$ cat config.mk
export PLATFORM = sky130hd
export DESIGN_NAME = ext_irq_trigger
export DESIGN_NICKNAME = d
export VERILOG_FILES = /design/src/rtl/eitu_pkg.sv /design/src/rtl/eitu_sync.sv /design/src/rtl/eitu_regs.sv /design/src/rtl/eitu_line.sv /design/src/rtl/ext_irq_trigger.sv
export SDC_FILE = /design/constraint.sdc
export NUM_CORES = 1
export LEC_CHECK = 0
export BUFFER_PORTS_ARGS = -buffer_cell sky130_fd_sc_hd__buf_4
export CAP_MARGIN = 25
export CORE_MARGIN = 2
export CORE_UTILIZATION = 46
export CTS_BUF_LIST = sky130_fd_sc_hd__clkbuf_8
export DETAILED_ROUTE_END_ITERATION = 16
export HOLD_SLACK_MARGIN = 0.06
export PLACE_DENSITY = 0.86
export SYNTH_ARGS = -nofsm -noshare
export SYNTH_HDL_FRONTEND = slang
export SYNTH_HIERARCHICAL = 1
export SYNTH_SLANG_ARGS = --single-unit
$ cat constraint.sdc
create_clock -name clk -period 1.29 [get_ports clk]
set_input_delay 0.1935 -clock clk [delete_from_list [all_inputs] [get_ports clk]]
set_output_delay 0.1935 -clock clk [all_outputs]
set_load 0.01 [all_outputs]
$ cat src/rtl/eitu_pkg.sv
package eitu_pkg;
  localparam int LINES_PER_BANK = 4;
  localparam int ACK_LSB = 0;
  localparam int EN_LSB  = 8;
  localparam int LVL_LSB = 16;
  localparam int POL_LSB = 20;
  localparam int ANY_LSB = 24;

  typedef struct packed {
    logic en;   // request enable
    logic lvl;  // level-sense
    logic pol;  // 1: high / rising
    logic any;  // any-edge
  } line_cfg_t;

  localparam line_cfg_t CFG_RESET = '{en: 1'b0, lvl: 1'b1, pol: 1'b0, any: 1'b0};
endpackage

$ cat src/rtl/eitu_sync.sv
module eitu_sync #(
  parameter int N = 6
) (
  input  logic         clk,
  input  logic         rst,
  input  logic [N-1:0] pin,
  output logic [N-1:0] cur,
  output logic [N-1:0] old
);
  logic [N-1:0] meta_q, sync_q, prev_q;

  always_ff @(posedge clk) begin
    if (rst) begin
      meta_q <= '0;
      sync_q <= '0;
      prev_q <= '0;
    end else begin
      meta_q <= pin;
      sync_q <= meta_q;
      prev_q <= sync_q;
    end
  end

  assign cur = sync_q;
  assign old = prev_q;
endmodule

$ cat src/rtl/eitu_regs.sv
module eitu_regs
  import eitu_pkg::*;
#(
  parameter int NUM_LINES = 6,
  parameter int AW        = 1
) (
  input  logic                        clk,
  input  logic                        rst,
  input  logic                        reg_we,
  input  logic                        reg_re,
  input  logic [AW-1:0]               reg_addr,
  input  logic [31:0]                 reg_wdata,
  output logic [31:0]                 reg_rdata,
  output line_cfg_t [NUM_LINES-1:0]   cfg,
  output logic [NUM_LINES-1:0]        ack
);
  for (genvar i = 0; i < NUM_LINES; i++) begin : g_line
    localparam int BANK = i / LINES_PER_BANK;
    localparam int SLOT = i % LINES_PER_BANK;
    logic      hit;
    line_cfg_t cfg_q;

    assign hit = reg_we && (int'(reg_addr) == BANK);

    always_ff @(posedge clk) begin
      if (rst) begin
        cfg_q <= CFG_RESET;
      end else if (hit) begin
        cfg_q <= '{en:  reg_wdata[EN_LSB + SLOT],
                   lvl: reg_wdata[LVL_LSB + SLOT],
                   pol: reg_wdata[POL_LSB + SLOT],
                   any: reg_wdata[ANY_LSB + SLOT]};
      end
    end

    assign cfg[i] = cfg_q;
    assign ack[i] = hit & reg_wdata[ACK_LSB + SLOT];
  end

  logic [31:0] rd_word;
  always_comb begin
    rd_word = '0;
    for (int i = 0; i < NUM_LINES; i++) begin
      if ((i / LINES_PER_BANK) == int'(reg_addr)) begin
        rd_word[EN_LSB  + i % LINES_PER_BANK] = cfg[i].en;
        rd_word[LVL_LSB + i % LINES_PER_BANK] = cfg[i].lvl;
        rd_word[POL_LSB + i % LINES_PER_BANK] = cfg[i].pol;
        rd_word[ANY_LSB + i % LINES_PER_BANK] = cfg[i].any;
      end
    end
  end

  always_ff @(posedge clk) begin
    if (rst)         reg_rdata <= '0;
    else if (reg_re) reg_rdata <= rd_word;
  end
endmodule

$ cat src/rtl/eitu_line.sv
module eitu_line
  import eitu_pkg::*;
(
  input  logic      clk,
  input  logic      rst,
  input  logic      cur,
  input  logic      old,
  input  line_cfg_t cfg,
  input  logic      ack,
  output logic      ev,
  output logic      latch_q,
  output logic      req_q
);
  logic rise, fall, active, latch_d;

  assign rise   = cur & ~old;
  assign fall   = ~cur & old;
  assign active = cfg.pol ? cur : ~cur;

  always_comb begin
    if (cfg.lvl)      ev = 1'b0;
    else if (cfg.any) ev = rise | fall;
    else if (cfg.pol) ev = rise;
    else              ev = fall;
  end

  // a new event in the same cycle as an ack wins, so it is not lost
  assign latch_d = cfg.lvl ? 1'b0 : (ev | (latch_q & ~ack));

  always_ff @(posedge clk) begin
    if (rst) begin
      latch_q <= 1'b0;
      req_q   <= 1'b0;
    end else begin
      latch_q <= latch_d;
      req_q   <= cfg.en & (cfg.lvl ? active : latch_d);
    end
  end
endmodule

$ cat src/rtl/ext_irq_trigger.sv
module ext_irq_trigger
  import eitu_pkg::*;
#(
  parameter int NUM_LINES = 6,
  parameter int STAT_W    = 32,
  parameter int CASC_BASE = 24,
  parameter int CASCADE   = 0,
  localparam int NBANK    = (NUM_LINES + LINES_PER_BANK - 1) / LINES_PER_BANK,
  localparam int AW       = (NBANK > 1) ? $clog2(NBANK) : 1
) (
  input  logic                 clk,
  input  logic                 rst,
  input  logic [NUM_LINES-1:0] ext_pin,
  input  logic [STAT_W-1:0]    int_irq,
  input  logic                 reg_we,
  input  logic                 reg_re,
  input  logic [AW-1:0]        reg_addr,
  input  logic [31:0]          reg_wdata,
  output logic [31:0]          reg_rdata,
  output logic [NUM_LINES-1:0] irq_line,
  output logic [STAT_W-1:0]    casc_vec
);
  logic [NUM_LINES-1:0]      cur, old, ack_vec, ev_vec, latch_vec, req_vec;
  logic [NUM_LINES-1:0]      en_vec, lvl_vec;
  line_cfg_t [NUM_LINES-1:0] cfg;
  logic [STAT_W-1:0]         int_q;

  eitu_sync #(.N(NUM_LINES)) u_sync (
    .clk(clk), .rst(rst), .pin(ext_pin), .cur(cur), .old(old)
  );

  eitu_regs #(.NUM_LINES(NUM_LINES), .AW(AW)) u_regs (
    .clk(clk), .rst(rst), .reg_we(reg_we), .reg_re(reg_re),
    .reg_addr(reg_addr), .reg_wdata(reg_wdata), .reg_rdata(reg_rdata),
    .cfg(cfg), .ack(ack_vec)
  );

  for (genvar i = 0; i < NUM_LINES; i++) begin : g_line
    eitu_line u_line (
      .clk(clk), .rst(rst), .cur(cur[i]), .old(old[i]), .cfg(cfg[i]),
      .ack(ack_vec[i]), .ev(ev_vec[i]), .latch_q(latch_vec[i]),
      .req_q(req_vec[i])
    );
    assign en_vec[i]  = cfg[i].en;
    assign lvl_vec[i] = cfg[i].lvl;
  end

  always_ff @(posedge clk) begin
    if (rst) int_q <= '0;
    else     int_q <= int_irq;
  end

  if (CASCADE != 0) begin : g_casc
    assign irq_line = '0;
    for (genvar b = 0; b < STAT_W; b++) begin : g_bit
      if (b >= CASC_BASE && b < CASC_BASE + NUM_LINES) begin : g_mix
        assign casc_vec[b] = int_q[b] | req_vec[b - CASC_BASE];
      end else begin : g_pass
        assign casc_vec[b] = int_q[b];
      end
    end
  end else begin : g_direct
    assign irq_line = req_vec;
    assign casc_vec = int_q;
  end
endmodule

### Word level (Yosys, flattened, before mapping)

Index checks and enable logic that the tools add are counted.

* input port bits: 75
* register bits: 102
* output and inout port bits: 70
* word-level logic and storage cells: 156

* bitwise logic cells: 61
* reductions and logical operators: 2
* muxes and demuxes: 52

Operator list (number)
* $mux W1: 52
* $and A1 B1 Y1: 30
* $not A1 Y1: 19
* $or A1 B1 Y1: 12
* $logic_and A1 B1 Y1: 2

### Depth between registers and ports, before layout

* depth after elaboration: 9
* depth in mapped cells: 6
* mapped depth without buffers: 5

### Cells and area by module

The synthesis kept the hierarchy.

Modules (own cells, without submodules)
* eitu_regs: area each 1706.6 µm², times used 1, seq. area each 800.8 µm², cells an instance 201
* eitu_line: area each 168.9 µm², times used 6, seq. area each 40.0 µm², cells an instance 18
* ext_irq_trigger: area each 863.3 µm², times used 1, seq. area each 640.6 µm², cells an instance 67
* eitu_sync: area each 489.2 µm², times used 1, seq. area each 360.3 µm², cells an instance 37

### Worst setup path before layout

Ideal clock, no wire load.

* path type: reg2reg
* start point: register u_sync.sync_q[2] (netlist: u_sync/cur[2])
* end point: register g_line[2].u_line.req_q
* data arrival time: 1128 ps
* setup time: 124 ps
* required time: 1166 ps
* stages on the path, launching flop included: 6
* path buffers: 0
* path slack: 38 ps
* period minus slack after synthesis: 1252 ps
* cells stage by stage: dfxtp_1 inv_1 ha_1 mux2_4 nor3_2 o41ai_2

* cells in the longest elaborated chain, start to end: 9
* elaborated cells between the ends (all ways): 12
* classes of those cells: 6 x mux; 6 x bitwise

Ends and longest elaborated chain
* start, declared: RTL line eitu_sync.sv:10 `logic [N-1:0] meta_q, sync_q, prev_q;`
* start signal, assigned: RTL line eitu_sync.sv:19 `sync_q <= meta_q;`
* $not A1 Y1: RTL line eitu_line.sv:17, eitu_line.sv:18
* $and A1 B1 Y1: RTL line eitu_line.sv:17 `assign fall = ~cur & old;`
* $mux W1 / $or A1 B1 Y1 (equally long branches): RTL line eitu_line.sv:23, eitu_line.sv:22
* $mux W1: RTL line eitu_line.sv:22 `else if (cfg.any) ev = rise | fall;`
* $mux W1: RTL line eitu_line.sv:21 `if (cfg.lvl) ev = 1'b0;`
* $or A1 B1 Y1: RTL line eitu_line.sv:28 `assign latch_d = cfg.lvl ? 1'b0 : (ev | (latch_q & ~ack));`
* $mux W1: RTL line eitu_line.sv:28
* $mux W1 (*): RTL line eitu_line.sv:36 `req_q <= cfg.en & (cfg.lvl ? active : latch_d);`
* $and A1 B1 Y1 (*): RTL line eitu_line.sv:36
* end signal, assigned: RTL line eitu_line.sv:36
* end, declared: RTL line eitu_line.sv:12 `output logic req_q`

Every way passes the cells marked *; elsewhere a longest branch is shown, timed or not.
A chain may end at the register's enable or synchronous reset.

### Final worst setup path

* start point: register u_sync.sync_q[3] (netlist: u_sync/cur[3])
* end point: register g_line[3].u_line.req_q

* cells in the longest elaborated chain, start to end: 9
* elaborated cells between the ends (all ways): 12
* classes of those cells: 6 x mux; 6 x bitwise

Ends and longest elaborated chain (RTL line)
* $not A1 Y1: eitu_line.sv:17, eitu_line.sv:18
* $and A1 B1 Y1: eitu_line.sv:17
* $mux W1 / $or A1 B1 Y1 (equally long branches): eitu_line.sv:23, eitu_line.sv:22
* $mux W1: eitu_line.sv:22
* $mux W1: eitu_line.sv:21
* $or A1 B1 Y1: eitu_line.sv:28
* $mux W1: eitu_line.sv:28
* $mux W1 (*): eitu_line.sv:36
* $and A1 B1 Y1 (*): eitu_line.sv:36
* end signal, assigned: eitu_line.sv:36
* end, declared: eitu_line.sv:12

Marked as above.

==> flow_metrics.tcl <==
set metrics [dict create \
    grtUsageTotal 0.195 \
    min-delay-path-class "in -> reg" \
    num_vias 3238 \
    finalClockSkew_ps 12.5 \
    first_pass_iters 4 \
    cts_max_level 3 \
    fmax_mhz 810 \
    area_delta_synth_final_pct 38.5 \
    placedCellCount 625 \
    setup_viol 0 \
    clk_latency_ps 360 \
    port_buffers 116 \
    detail_route.vias_per_cell 4.78 \
    die_y_microns 97.3 \
    cts.sinks 102 \
    utilization 0.645 \
    grt_max_degree 33 \
    routedWlPerCell_microns 13.9 \
    required_ps 1540 \
    ant_nets 0 \
    clk_root_buffer_cell "clkbuf_8" \
    drt_iter0_drc 82 \
    status "complete, no violations" \
    netlist_instances 401 \
    cts.clk_slew.worst_paths_ps 100 \
    period_share 0.957 \
    gp_congestion 0.798 \
    path_max_fanout 4 \
    crit_path_end_kind "flop" \
    fin_area_sq_um 5550 \
    core.rowCount 34 \
    fp.dieW_microns 97.3 \
    slew_violations 0 \
    cp.arrival_ps 1490 \
    rsz0062_at_grt "no" \
    synthesis.area_sq_um 4010 \
    final_cells 677 \
    clockBufferDepth 2 \
    routed_wl_mm 9.39 \
    placed_area_sq_um 4970 \
    finalHoldViolCount 0 \
    syn_avg_cell_area_sq_um 9.99 \
    antennaDiodeCount 0 \
    period_minus_slack_ps 1230 \
    initial_core_util 0.466 \
    dieArea_sq_um 9470 \
    grt_pass1_wl_mm 15.1 \
    ir_drop_v 0.000589 \
    startpoint_type "flop" \
    ios 145 \
    fin_nets 651 \
    critPathKind "reg -> reg" \
    antenna_found_initial 0 \
    cts_made_buffers 9 \
    drive_gt1_frac 0.308 \
    drc 0 \
    cts_tree "built" \
    yosys_warnings 6 \
    overflow 0 \
    p_leak_nw 2.51 \
    max-cap-violations 0 \
    grt_pass1_vias 3311 \
    powerDensity_nw_per_um2 1080 \
    dp_hpwl_mm 6.31 \
    core_sq_um 8590 \
]
[power breakdown]
part,switching [mW],internal (mW),total [mW]
Sequential,0.0924,3.29,3.38
Combinational,0.364,0.479,0.844
Clock,1.06,0.688,1.75
Total,1.52,4.46,5.98
[routing by layer]
layer / GRT usage / part of all wire / up-vias / routed length (microns)
li1: - / - / 1602 / -
met1: 0.225 / 0.43 / 1493 / 4010
met2: 0.334 / 0.47 / 130 / 4460
met3: 0.0748 / 0.084 / 13 / 790
met4: 0.0620 / 0.014 / 0 / 133
met5: 0 / 0 / - / 0
[what timing repair did]
item,CTS,global route
pin swaps,0,5
hold endpoints to repair,36,1
setup endpoints to repair,11,11
setup buffers,0,1
gates resized for setup,8,5
hold buffers,34,1
[worst max-delay path, stage by stage (launching register included)]
cell     delay, ps
dfxtp_2        350
inv_1           50
ha_1           180
mux2_4         280
nor3_4         190
o41ai_2         90
[metrics by stage]
step	TNS, ps	power, mW	hold slack, ps	setup WS [ps]
floorplan	0	3.84	265	48.0
global placement	-985	4.16	401	-150
detailed placement	-2070	4.19	404	-251
CTS	0	6.02	64.3	4.97
global route	0	6.27	66.8	8.07
finish	0	5.98	75.4	55.2
[sequential cells by signal, indices dropped and copies added (netlist names)]
name                   flops
casc_vec                  32
u_sync/meta_q              6
u_regs/cfg                24
g_line.u_line/req_q        6
g_line.u_line/latch_q      6
u_regs/reg_rdata          16
u_sync/old                 6
u_sync/cur                 6
[final cells by class]
class | instances | area [sq um]
fillers | 648 | 3050
flip-flops and latches | 102 | 2050
multi-input cells | 268 | 1780
repair buffers | 171 | 1370
well taps | 108 | 135
clock buffers | 9 | 124
inverters | 12 | 45.0
clock inverters | 7 | 43.8
[final timing paths]
path / startpoint / endpoint / slack (ps) / cells after the start
min: int_irq[22] / casc_vec[22]$_SDFF_PP0_ / 80 / 2
max reg2reg: u_sync/cur[3]$_SDFF_PP0_ / g_line[3].u_line/req_q$_SDFF_PP0_ / 60 / 5
min reg2reg: u_sync/meta_q[4]$_SDFF_PP0_ / u_sync/cur[4]$_SDFF_PP0_ / 440 / 1
max: u_sync/cur[3]$_SDFF_PP0_ / g_line[3].u_line/req_q$_SDFF_PP0_ / 60 / 5
[cell usage in the layout, fill, tap and decap left out]
cell / count
or3b_1: 6
nand3b_1: 14
a21oi_1: 26
nand2b_1: 15
ha_1: 12
clkbuf_8: 9
mux2i_1: 8
conb_1: 16
nor2b_1: 49
nor3_4: 6
clkinv_4: 1
clkinvlp_4: 3
buf_4: 136
nor2_1: 14
a211oi_1: 8
and2b_1: 7
nor4_1: 6
dfxtp_1: 96
and2b_2: 1
xor2_1: 6
nand2_1: 55
inv_1: 14
clkinv_2: 1
dlygate4sd3_1: 35
dfxtp_2: 6
mux2_4: 6
and3_1: 2
and2_1: 5
o41ai_2: 6
Note: power is estimated with default switching activity, not from simulation.
